[src/rtl/acc_load_pkg.sv]
package acc_load_pkg;
  typedef enum logic [2:0] {
    OP_WORD     = 3'd0,
    OP_HALF     = 3'd1,
    OP_BYTE     = 3'd2,
    OP_BYTE_CLR = 3'd3,
    OP_MAG      = 3'd4
  } load_op_e;

  localparam logic [1:0] CC_NEG  = 2'd1;
  localparam logic [1:0] CC_ZERO = 2'd2;
  localparam logic [1:0] CC_POS  = 2'd3;
endpackage

[src/rtl/acc_sign_class.sv]
module acc_sign_class #(
  parameter int W = 32
) (
  input  logic [W-1:0] val_i,
  output logic [1:0]   cc_o
);
  import acc_load_pkg::*;

  always_comb begin
    if (val_i[W-1])       cc_o = CC_NEG;
    else if (val_i == '0) cc_o = CC_ZERO;
    else                  cc_o = CC_POS;
  end
endmodule

[src/rtl/acc_word_shaper.sv]
module acc_word_shaper #(
  parameter int W     = 32,
  parameter int LIT_W = 18
) (
  input  logic [W-1:0] opnd_i,
  input  logic         lit_i,
  input  logic         mag_i,
  output logic [W-1:0] val_o,
  output logic         ovf_o
);
  localparam logic [W-1:0] MOST_NEG = {1'b1, {(W-1){1'b0}}};

  logic [W-1:0] ext;

  always_comb begin
    if (lit_i) ext = {{(W-LIT_W){opnd_i[LIT_W-1]}}, opnd_i[LIT_W-1:0]};
    else       ext = opnd_i;
    if (mag_i && ext[W-1]) val_o = ~ext + 1'b1;
    else                   val_o = ext;
    ovf_o = mag_i && (ext == MOST_NEG);
  end
endmodule

[src/rtl/acc_lane_merge.sv]
module acc_lane_merge #(
  parameter int W  = 32,
  parameter int BW = 8
) (
  input  logic [W-1:0]          cur_i,
  input  acc_load_pkg::load_op_e op_i,
  input  logic [1:0]            m_i,
  input  logic [W/2-1:0]        src_i,
  output logic [W-1:0]          nxt_o
);
  import acc_load_pkg::*;

  localparam int LANES = W / BW;
  localparam int HALF_LANES = LANES / 2;
  localparam int HW = W / 2;

  for (genvar k = 0; k < LANES; k++) begin : g_lane
    localparam int HI = W - 1 - BW * k;
    localparam int J  = k % HALF_LANES;
    localparam bit LEFT = (k < HALF_LANES);
    logic pick;
    logic [BW-1:0] half_byte;
    assign pick = (m_i == 2'(k));
    assign half_byte = src_i[HW-1-BW*J -: BW];

    always_comb begin
      nxt_o[HI -: BW] = cur_i[HI -: BW];
      unique case (op_i)
        OP_BYTE:     if (pick) nxt_o[HI -: BW] = src_i[BW-1:0];
        OP_BYTE_CLR: nxt_o[HI -: BW] = pick ? src_i[BW-1:0] : '0;
        OP_HALF: begin
          if (LEFT) begin
            if (m_i == 2'b01)      nxt_o[HI -: BW] = half_byte;
            else if (m_i == 2'b11) nxt_o[HI -: BW] = {BW{src_i[HW-1]}};
          end else if (m_i[1]) begin
            nxt_o[HI -: BW] = half_byte;
          end
        end
        default: ;
      endcase
    end
  end
endmodule

[src/rtl/acc_load_unit.sv]
module acc_load_unit #(
  parameter int WORD_W = 32,
  parameter int DBL_W  = 64,
  parameter int LIT_W  = 18,
  parameter int BYTE_W = 8
) (
  input  logic              clk,
  input  logic              rst,
  input  logic              valid_i,
  input  logic [2:0]        op_i,
  input  logic [1:0]        m_i,
  input  logic              c_i,
  input  logic              lit_i,
  input  logic [DBL_W-1:0]  opnd_i,
  output logic [WORD_W-1:0] acc_a_o,
  output logic [WORD_W-1:0] acc_b_o,
  output logic [DBL_W-1:0]  acc_d_o,
  output logic [1:0]        cond_o,
  output logic              ovf_o
);
  import acc_load_pkg::*;

  localparam int HW = WORD_W / 2;

  load_op_e op;
  assign op = load_op_e'(op_i);

  logic word_like, is_mag, legal;
  assign word_like = (op == OP_WORD) || (op == OP_MAG);
  assign is_mag    = (op == OP_MAG);

  always_comb begin
    legal = 1'b0;
    if (valid_i) begin
      unique case (op)
        OP_WORD, OP_MAG, OP_HALF: legal = (m_i != 2'b00);
        OP_BYTE, OP_BYTE_CLR:     legal = 1'b1;
        default:                  legal = 1'b0;
      endcase
    end
  end

  logic [WORD_W-1:0] w_val, lane_val;
  logic [DBL_W-1:0]  d_val;
  logic              w_ovf, d_ovf;

  acc_word_shaper #(.W(WORD_W), .LIT_W(LIT_W)) u_shape_w (
    .opnd_i(opnd_i[WORD_W-1:0]), .lit_i(lit_i), .mag_i(is_mag),
    .val_o(w_val), .ovf_o(w_ovf)
  );

  acc_word_shaper #(.W(DBL_W), .LIT_W(LIT_W)) u_shape_d (
    .opnd_i(opnd_i), .lit_i(lit_i), .mag_i(is_mag),
    .val_o(d_val), .ovf_o(d_ovf)
  );

  acc_lane_merge #(.W(WORD_W), .BW(BYTE_W)) u_merge (
    .cur_i(acc_a_o), .op_i(op), .m_i(m_i), .src_i(opnd_i[HW-1:0]),
    .nxt_o(lane_val)
  );

  logic [WORD_W-1:0] a_nxt, b_nxt, word_dest;
  logic [DBL_W-1:0]  d_nxt;
  logic              dest_is_d, ovf_nxt;
  logic [1:0]        cc_word, cc_dbl, cc_nxt;

  always_comb begin
    a_nxt = acc_a_o;
    b_nxt = acc_b_o;
    d_nxt = acc_d_o;
    dest_is_d = 1'b0;
    ovf_nxt = 1'b0;
    if (word_like) begin
      unique case (m_i)
        2'b01: begin a_nxt = w_val; ovf_nxt = is_mag && w_ovf; end
        2'b10: begin b_nxt = w_val; ovf_nxt = is_mag && w_ovf; end
        2'b11: begin d_nxt = d_val; ovf_nxt = is_mag && d_ovf; dest_is_d = 1'b1; end
        default: ;
      endcase
    end else begin
      a_nxt = lane_val;
    end
    word_dest = (word_like && m_i == 2'b10) ? b_nxt : a_nxt;
  end

  acc_sign_class #(.W(WORD_W)) u_cc_w (.val_i(word_dest), .cc_o(cc_word));
  acc_sign_class #(.W(DBL_W))  u_cc_d (.val_i(d_nxt),     .cc_o(cc_dbl));

  assign cc_nxt = dest_is_d ? cc_dbl : cc_word;

  always_ff @(posedge clk) begin
    if (rst) begin
      acc_a_o <= '0;
      acc_b_o <= '0;
      acc_d_o <= '0;
      cond_o  <= '0;
      ovf_o   <= 1'b0;
    end else if (legal) begin
      acc_a_o <= a_nxt;
      acc_b_o <= b_nxt;
      acc_d_o <= d_nxt;
      ovf_o   <= ovf_nxt;
      if (c_i) cond_o <= cc_nxt;
    end
  end

  AST_IDLE_HOLD: assert property (@(posedge clk) disable iff (rst)
    (!valid_i || op_i > 3'd4) |=> ($stable(acc_a_o) && $stable(acc_b_o)
      && $stable(acc_d_o) && $stable(cond_o) && $stable(ovf_o)));

  AST_COND_KEPT: assert property (@(posedge clk) disable iff (rst)
    (valid_i && !c_i) |=> $stable(cond_o));

  AST_COND_CODED: assert property (@(posedge clk) disable iff (rst)
    (legal && c_i) |=> (cond_o != 2'b00));

  AST_OVF_MAG_ONLY: assert property (@(posedge clk) disable iff (rst)
    (legal && op_i != 3'd4) |=> !ovf_o);

  AST_MAG_NONNEG: assert property (@(posedge clk) disable iff (rst)
    (valid_i && op_i == 3'd4 && m_i == 2'b01) |=> (!acc_a_o[WORD_W-1] || ovf_o));

  AST_BYTE_KEEP: assert property (@(posedge clk) disable iff (rst)
    (valid_i && op_i == 3'd2 && m_i == 2'b00)
      |=> (acc_a_o[WORD_W-BYTE_W-1:0] == $past(acc_a_o[WORD_W-BYTE_W-1:0])));

  AST_CLR_ZEROES: assert property (@(posedge clk) disable iff (rst)
    (valid_i && op_i == 3'd3 && m_i == 2'b11)
      |=> (acc_a_o[WORD_W-1:BYTE_W] == '0));

  AST_BD_UNTOUCHED_BY_LANES: assert property (@(posedge clk) disable iff (rst)
    (valid_i && (op_i == 3'd1 || op_i == 3'd2 || op_i == 3'd3))
      |=> ($stable(acc_b_o) && $stable(acc_d_o)));
endmodule

[config.mk]
export PLATFORM = sky130hd
export DESIGN_NAME = acc_load_unit
export DESIGN_NICKNAME = d
export VERILOG_FILES = /design/src/rtl/acc_load_pkg.sv /design/src/rtl/acc_sign_class.sv /design/src/rtl/acc_word_shaper.sv /design/src/rtl/acc_lane_merge.sv /design/src/rtl/acc_load_unit.sv
export SDC_FILE = /design/constraint.sdc
export NUM_CORES = 1
export LEC_CHECK = 0
export BUFFER_PORTS_ARGS = -buffer_cell sky130_fd_sc_hd__buf_2
export CAP_MARGIN = 10
export CELL_PAD_IN_SITES_DETAIL_PLACEMENT = 1
export CELL_PAD_IN_SITES_GLOBAL_PLACEMENT = 1
export CORE_UTILIZATION = 37
export CTS_CLUSTER_SIZE = 14
export DETAILED_ROUTE_END_ITERATION = 6
export GPL_TIMING_DRIVEN = 0
export PLACE_DENSITY_LB_ADDON = 0.1
export SLEW_MARGIN = 20
export SYNTH_ARGS = -nofsm -noshare
export SYNTH_HDL_FRONTEND = slang
export SYNTH_SLANG_ARGS = --single-unit
[constraint.sdc]
create_clock -name clk -period 4 [get_ports clk]
set_input_delay 0.8 -clock clk [delete_from_list [all_inputs] [get_ports clk]]
set_output_delay 0.8 -clock clk [all_outputs]
set_load 0.005 [all_outputs]
======== Yosys cells after proc, flatten, opt, wreduce, memory -nomap -nowiden ========
Index checks and enable logic that the tools add are counted.
storage, ports and cells
  memories kept ........................... 0
  memory bits (writable) .................. 0
  register bits ........................... 131
  logic and storage cells ................. 75
  output and inout bits ................... 131
  input port bits ......................... 74
  bits in read-only memories .............. 0
  latch bits .............................. 0
operators by class
  bitwise gates (word level) .............. 2
  equal/unequal tests ..................... 9
  $lt $le $gt $ge ......................... 0
  multipliers ............................. 0
  muxes and demuxes ....................... 40
  div/mod/pow operators ................... 0
  add/subtract/negate cells ............... 2
  shifts and indexed selects .............. 0
  reduce and logical (&&, ||, !) cells .... 17
operators by type and width
  operator               count
  $mux 64                4
  $mux 32                7
  $mux 8                 14
  $pmux 8 s3             4
  $add 64x1->64 const B  1
  $eq 64x64->1 const B   1
  $logic_not 64->1       1
  $not 64->64            1
  $add 32x1->32 const B  1
  $eq 32x32->1 const B   1
  $logic_not 32->1       1
  $not 32->32            1
  $logic_and 1x1->1      7
  $eq 3x2->1 const B     2
  $mux 1                 6
  $mux 2                 3
  $eq 2x2->1 const B     2
  $pmux 1 s2             2
  $reduce_or 2->1        2
  $eq 3x1->1 const B     1
  $eq 3x3->1 const B     1
  $logic_not 3->1        1
  $reduce_or 3->1        1
  $eq 2x1->1 const B     1
  4 further kinds        4

======== Longest topological paths before layout ========
  word-level depth ........................ 11
  gate-level depth with buffers ........... 15
  mapped depth without buffers ............ 12

======== Cells and area by module ========
From an unflattened synthesis, not the netlist that was laid out.
unflattened totals
  cells, all modules ...................... 1521
  area, all modules ....................... 11006.8 um^2
modules (own cells, without submodules)
  module                        area an instance (um^2)  cells an instance  times used
  acc_load_unit                 6613.8                   836                1
  acc_word_shaper at u_shape_d  2272.2                   361                1
  acc_word_shaper at u_shape_w  974.7                    146                1
  acc_lane_merge                918.4                    144                1
  acc_sign_class at u_cc_d      142.6                    22                 1
  acc_sign_class at u_cc_w      85.1                     12                 1

======== Least setup slack after synthesis ========
OpenSTA, ideal clock, no wires.
  kind .................................... input-to-reg
  start point ............................. in opnd_i[0]
  end point ............................... reg cond_o[0]
  path slack .............................. -36 ps
  arrival time ............................ 3916 ps
  stages .................................. 13
  path through ............................ clkbuf_1 > inv_1 > ha_1 > or4b_2 > o211ai_1 > xnor2_1 > o21ai_0 > nor4_1 > o2111ai_1 > or4_1 > or4_1 > o211ai_1 > nand2_1
on the way
  longest elaborated chain between the ends .. 11
  elaborated cells on any way between the ends .. 36
  classes of those cells .................. 2 x add/sub; 30 x mux; 2 x bitwise; 2 x reduce/logical
RTL lines
  what                                                    RTL line              text
  start: declaration                                      acc_load_unit.sv:14   input logic [DBL_W-1:0] opnd_i,
  branches (longest 10 deep; another with $add 64x1->64)  n/a
  $mux 2 (*)                                              acc_load_unit.sv:89   assign cc_nxt = dest_is_d ? cc_dbl : cc_word;
  end signal: assignment                                  acc_load_unit.sv:103  if (c_i) cond_o <= cc_nxt;
  end: declaration                                        acc_load_unit.sv:18   output logic [1:0] cond_o,
Every way passes the cells marked *.
A chain may end at the register's enable or synchronous reset.

======== Worst setup path in the final report ========
  start point ............................. in op_i[0]
  end point ............................... reg cond_o[0]
on the way
  longest elaborated chain between the ends .. 10
  elaborated cells on any way between the ends .. 35
  classes of those cells .................. 4 x eq/ne; 21 x mux; 10 x reduce/logical
RTL lines
  what                RTL line                                                       text
  start: declaration  acc_load_unit.sv:10                                            input logic [2:0] op_i,
  $eq 3x3->1          acc_load_unit.sv:29, acc_load_unit.sv:30, acc_load_unit.sv:35
  $logic_and 1x1->1   acc_word_shaper.sv:18                                          if (mag_i && ext[W-1]) val_o = ~ext + 1'b1;
  $mux 32             acc_word_shaper.sv:18
  $mux 32             acc_load_unit.sv:74                                            unique case (m_i)
  $mux 32             acc_load_unit.sv:73                                            if (word_like) begin
  $mux 32             acc_load_unit.sv:83                                            word_dest = (word_like && m_i == 2'b10) ? b_nxt : a_nxt;
  $logic_not 32->1    acc_sign_class.sv:11                                           else if (val_i == '0) cc_o = CC_ZERO;
  $mux 1              acc_sign_class.sv:11
  $mux 2              acc_sign_class.sv:10                                           if (val_i[W-1]) cc_o = CC_NEG;
  $mux 2              acc_load_unit.sv:89
Several ways; a longest one is shown, not always the timed one.

==> impl_metrics.json <==
{
  "num_io_pins": 205,
  "fp.dieW_um": 172,
  "grt-ovfl-total": 0,
  "timing.fmax_ghz": 0.242,
  "finalCriticalPeriod_ns": 4.13,
  "via_per_inst": 6.69,
  "tns_ns": -0.130,
  "crit_type": "in2reg",
  "place_hpwl_um": 50100,
  "p_int_mw": 2.57,
  "switching_share_pct": 38.3,
  "m1WireLength_um": 25300,
  "cap_violations": 0,
  "syn_avg_cell_area_um2": 7.00,
  "grt_pass1_vias": 13900,
  "grt_pass1_wl_um": 93200,
  "fillers": 3698,
  "met2_length_um": 28300,
  "pwr-share-seq_pct": 33.4,
  "nets": 1824,
  "synthCells": 1528,
  "dp.cells": 2096,
  "synth-seq-area-share_pct": 24.5,
  "first_pass_iters": 6,
  "cts_root_buffer": "clkbuf_16",
  "routed.top_layer": "met4",
  "drc_errors": 0,
  "placed_area_um2": 12100,
  "synth_flop_cell": "dfxtp_1",
  "core_area_um2": 28100,
  "crit_arrival_ns": 4.48,
  "ir_worst_vdd_uv": 245,
  "comb_power_share_pct": 26.6,
  "tightestPinTransition_ns": 1.10,
  "drv_slew": 0,
  "wl_per_cell_um": 30.4,
  "critical_path_required_ns": 4.35,
  "routed_wl_um": 65200,
  "cts_made_buffers": 17,
  "fin_ws_ns": -0.130,
  "clk_path_buf_depth": 2,
  "rsz0062_at_grt": "true",
  "startpoint_type": "primary input",
  "crit_fanout": 10,
  "syn_area_um2": 10700,
  "synth_fp_nets": 1603,
  "p_leak_nw": 4.96,
  "synth_cell_types": 87,
  "setup_violations": 1,
  "hold_viol": 0,
  "htreeDepth": 4,
  "slew-limit-headroom_pct": 26.0,
  "ys_ff_latch": 131,
  "dieArea_um2": 29600,
  "finClkSkew_ns": 0.00902,
  "failed_checks": "setup timing",
  "grt_max_degree": 17,
  "grt_use_total_pct": 44.1,
  "die_h_um": 172,
  "power_density_nw_per_um2": 314,
  "vias": 14300,
  "rows": 61,
  "clk_latency_ns": 0.47,
  "ant_nets": 0,
  "fin_cells": 2140,
  "whs_ns": 0.462,
  "drt_iter0_drc": 1669,
  "routed-wl-met3_um": 5610,
  "final_cell_mix": "buf_2 (198), nor2_1 (198), nand2_1 (158), dfxtp_1 (131), a21oi_1 (129)",
  "end_kind": "register",
  "gp_congestion": 1.06,
  "clkPwrFrac_pct": 39.9,
  "p_total_mw": 4.16,
  "cts_tree": "done",
  "ys_async_sr_fraction_pct": 0,
  "synth_warnings": 0,
  "area_growth_syn_to_layout_pct": 24.2,
  "antenna_found_initial": 1,
  "drive_gt1_share_pct": 21.6,
  "num_antenna_cells": 0,
  "status": "complete, but fails checks",
  "final_area_um2": 13300,
  "portBuffers": 190,
  "initial_core_util_pct": 38.1,
  "hold_class": "reg2reg",
  "p_sw_mw": 1.60,
  "synth-edff-count": 0,
  "fin_crit_sh_pct": 103,
  "clk_pin_slew_ns": 0.08,
  "cts_sinks": 131
}
kinds of logic (layout without fill, tap and decap cells):
| group | after synthesis | after routing | share of synthesized area [%] |
|---|---|---|---|
| XOR/XNOR | 76 | 76 | 6.22 |
| buffers and inverters | 158 | 392 | 6.06 |
| multiplexers | 22 | 22 | 2.13 |
| AO/OA/AOI/OAI | 485 | 485 | 30.7 |
| AND/OR/NAND/NOR | 655 | 655 | 30.3 |
| adder cells (fa/ha/maj) | 1 | 1 | 0.117 |
| flip-flops | 131 | 131 | 24.5 |
layer usage:
metal  GRT usage [%]  up-vias
met5               0        -
met4            36.7        0
met3            9.02      276
met2            68.1      979
met1            52.6     6913
li1                -     6155
sequential cells by signal, summed over array words and instances, names as in the netlist:
name     count
cond_o       2
acc_d_o     64
acc_b_o     32
ovf_o        1
acc_a_o     32
through the flow:
step                setup slack, ns  utilization, %
global route                 -0.121            47.3
floorplan                    0.0231               -
detailed placement            -1.91            43.2
CTS                         -0.0264            46.9
global placement              -1.97            43.2
finish                       -0.130            47.3
cell usage after synthesis, types with 20 or more instances:
library cell	instances	area share (%)
a211oi_1	70	4.9
a21oi_1	131	6.1
a31oi_1	26	1.5
clkbuf_1	118	4.1
dfxtp_1	131	25
nand2_1	159	5.6
nand3_1	31	1.5
nand4_1	25	1.5
nor2_1	200	7.0
nor3_1	77	3.6
nor4_1	31	1.8
o211ai_1	28	2.0
o21ai_0	73	3.4
o31ai_1	20	1.4
or3_1	25	1.5
xnor2_1	42	3.4
xor2_1	34	2.8
cell type report:
class | count | area, µm² | area share [%]
Multi-Input combinational cell | 1239 | 7790 | 58.7
Sequential cell | 131 | 2620 | 19.7
Timing Repair Buffer | 203 | 1050 | 7.89
Buffer | 142 | 699 | 5.27
Tap cell | 378 | 473 | 3.56
Clock buffer | 17 | 425 | 3.20
Clock inverter | 15 | 163 | 1.22
Inverter | 15 | 56.3 | 0.424
worst max-delay path, stage by stage:
cell	delay [ns]
buf_2	0.13
clkbuf_1	0.25
nor4bb_2	0.61
clkbuf_4	0.40
nand3_1	0.17
or3b_2	0.48
mux2i_1	0.15
a211oi_1	0.15
nor4_4	0.40
nand4_1	0.14
or4_1	0.51
o211ai_1	0.21
nand2_1	0.08
repair_timing:
action / in CTS / in global routing
pin swaps: 11 / 7
setup buffers: 10 / 3
hold buffers: 0 / 0
resized for setup: 104 / 36
setup endpoints to repair: 52 / 15
final timing paths:
kind                      startpoint                      end  slack, ns  cells past startpoint
max                          op_i[0]   cond_o[0]$_SDFFE_PP0P_      -0.13                     13
min          acc_b_o[2]$_SDFFE_PP0P_  acc_b_o[2]$_SDFFE_PP0P_       0.46                      2
max reg2reg  acc_d_o[0]$_SDFFE_PP0P_   cond_o[0]$_SDFFE_PP0P_       0.88                      9
min reg2reg  acc_b_o[2]$_SDFFE_PP0P_  acc_b_o[2]$_SDFFE_PP0P_       0.46                      2
power groups by stage:
stage / registers [mW] / clock network, mW / logic [mW]
floorplan: 1.41 / 0 / 0.552
global placement: 1.42 / 0 / 0.994
detailed placement: 1.42 / 0 / 1.00
CTS: 1.39 / 1.67 / 1.05
global route: 1.40 / 1.72 / 1.15
finish: 1.39 / 1.66 / 1.11
(Power assumes the default switching activity.)
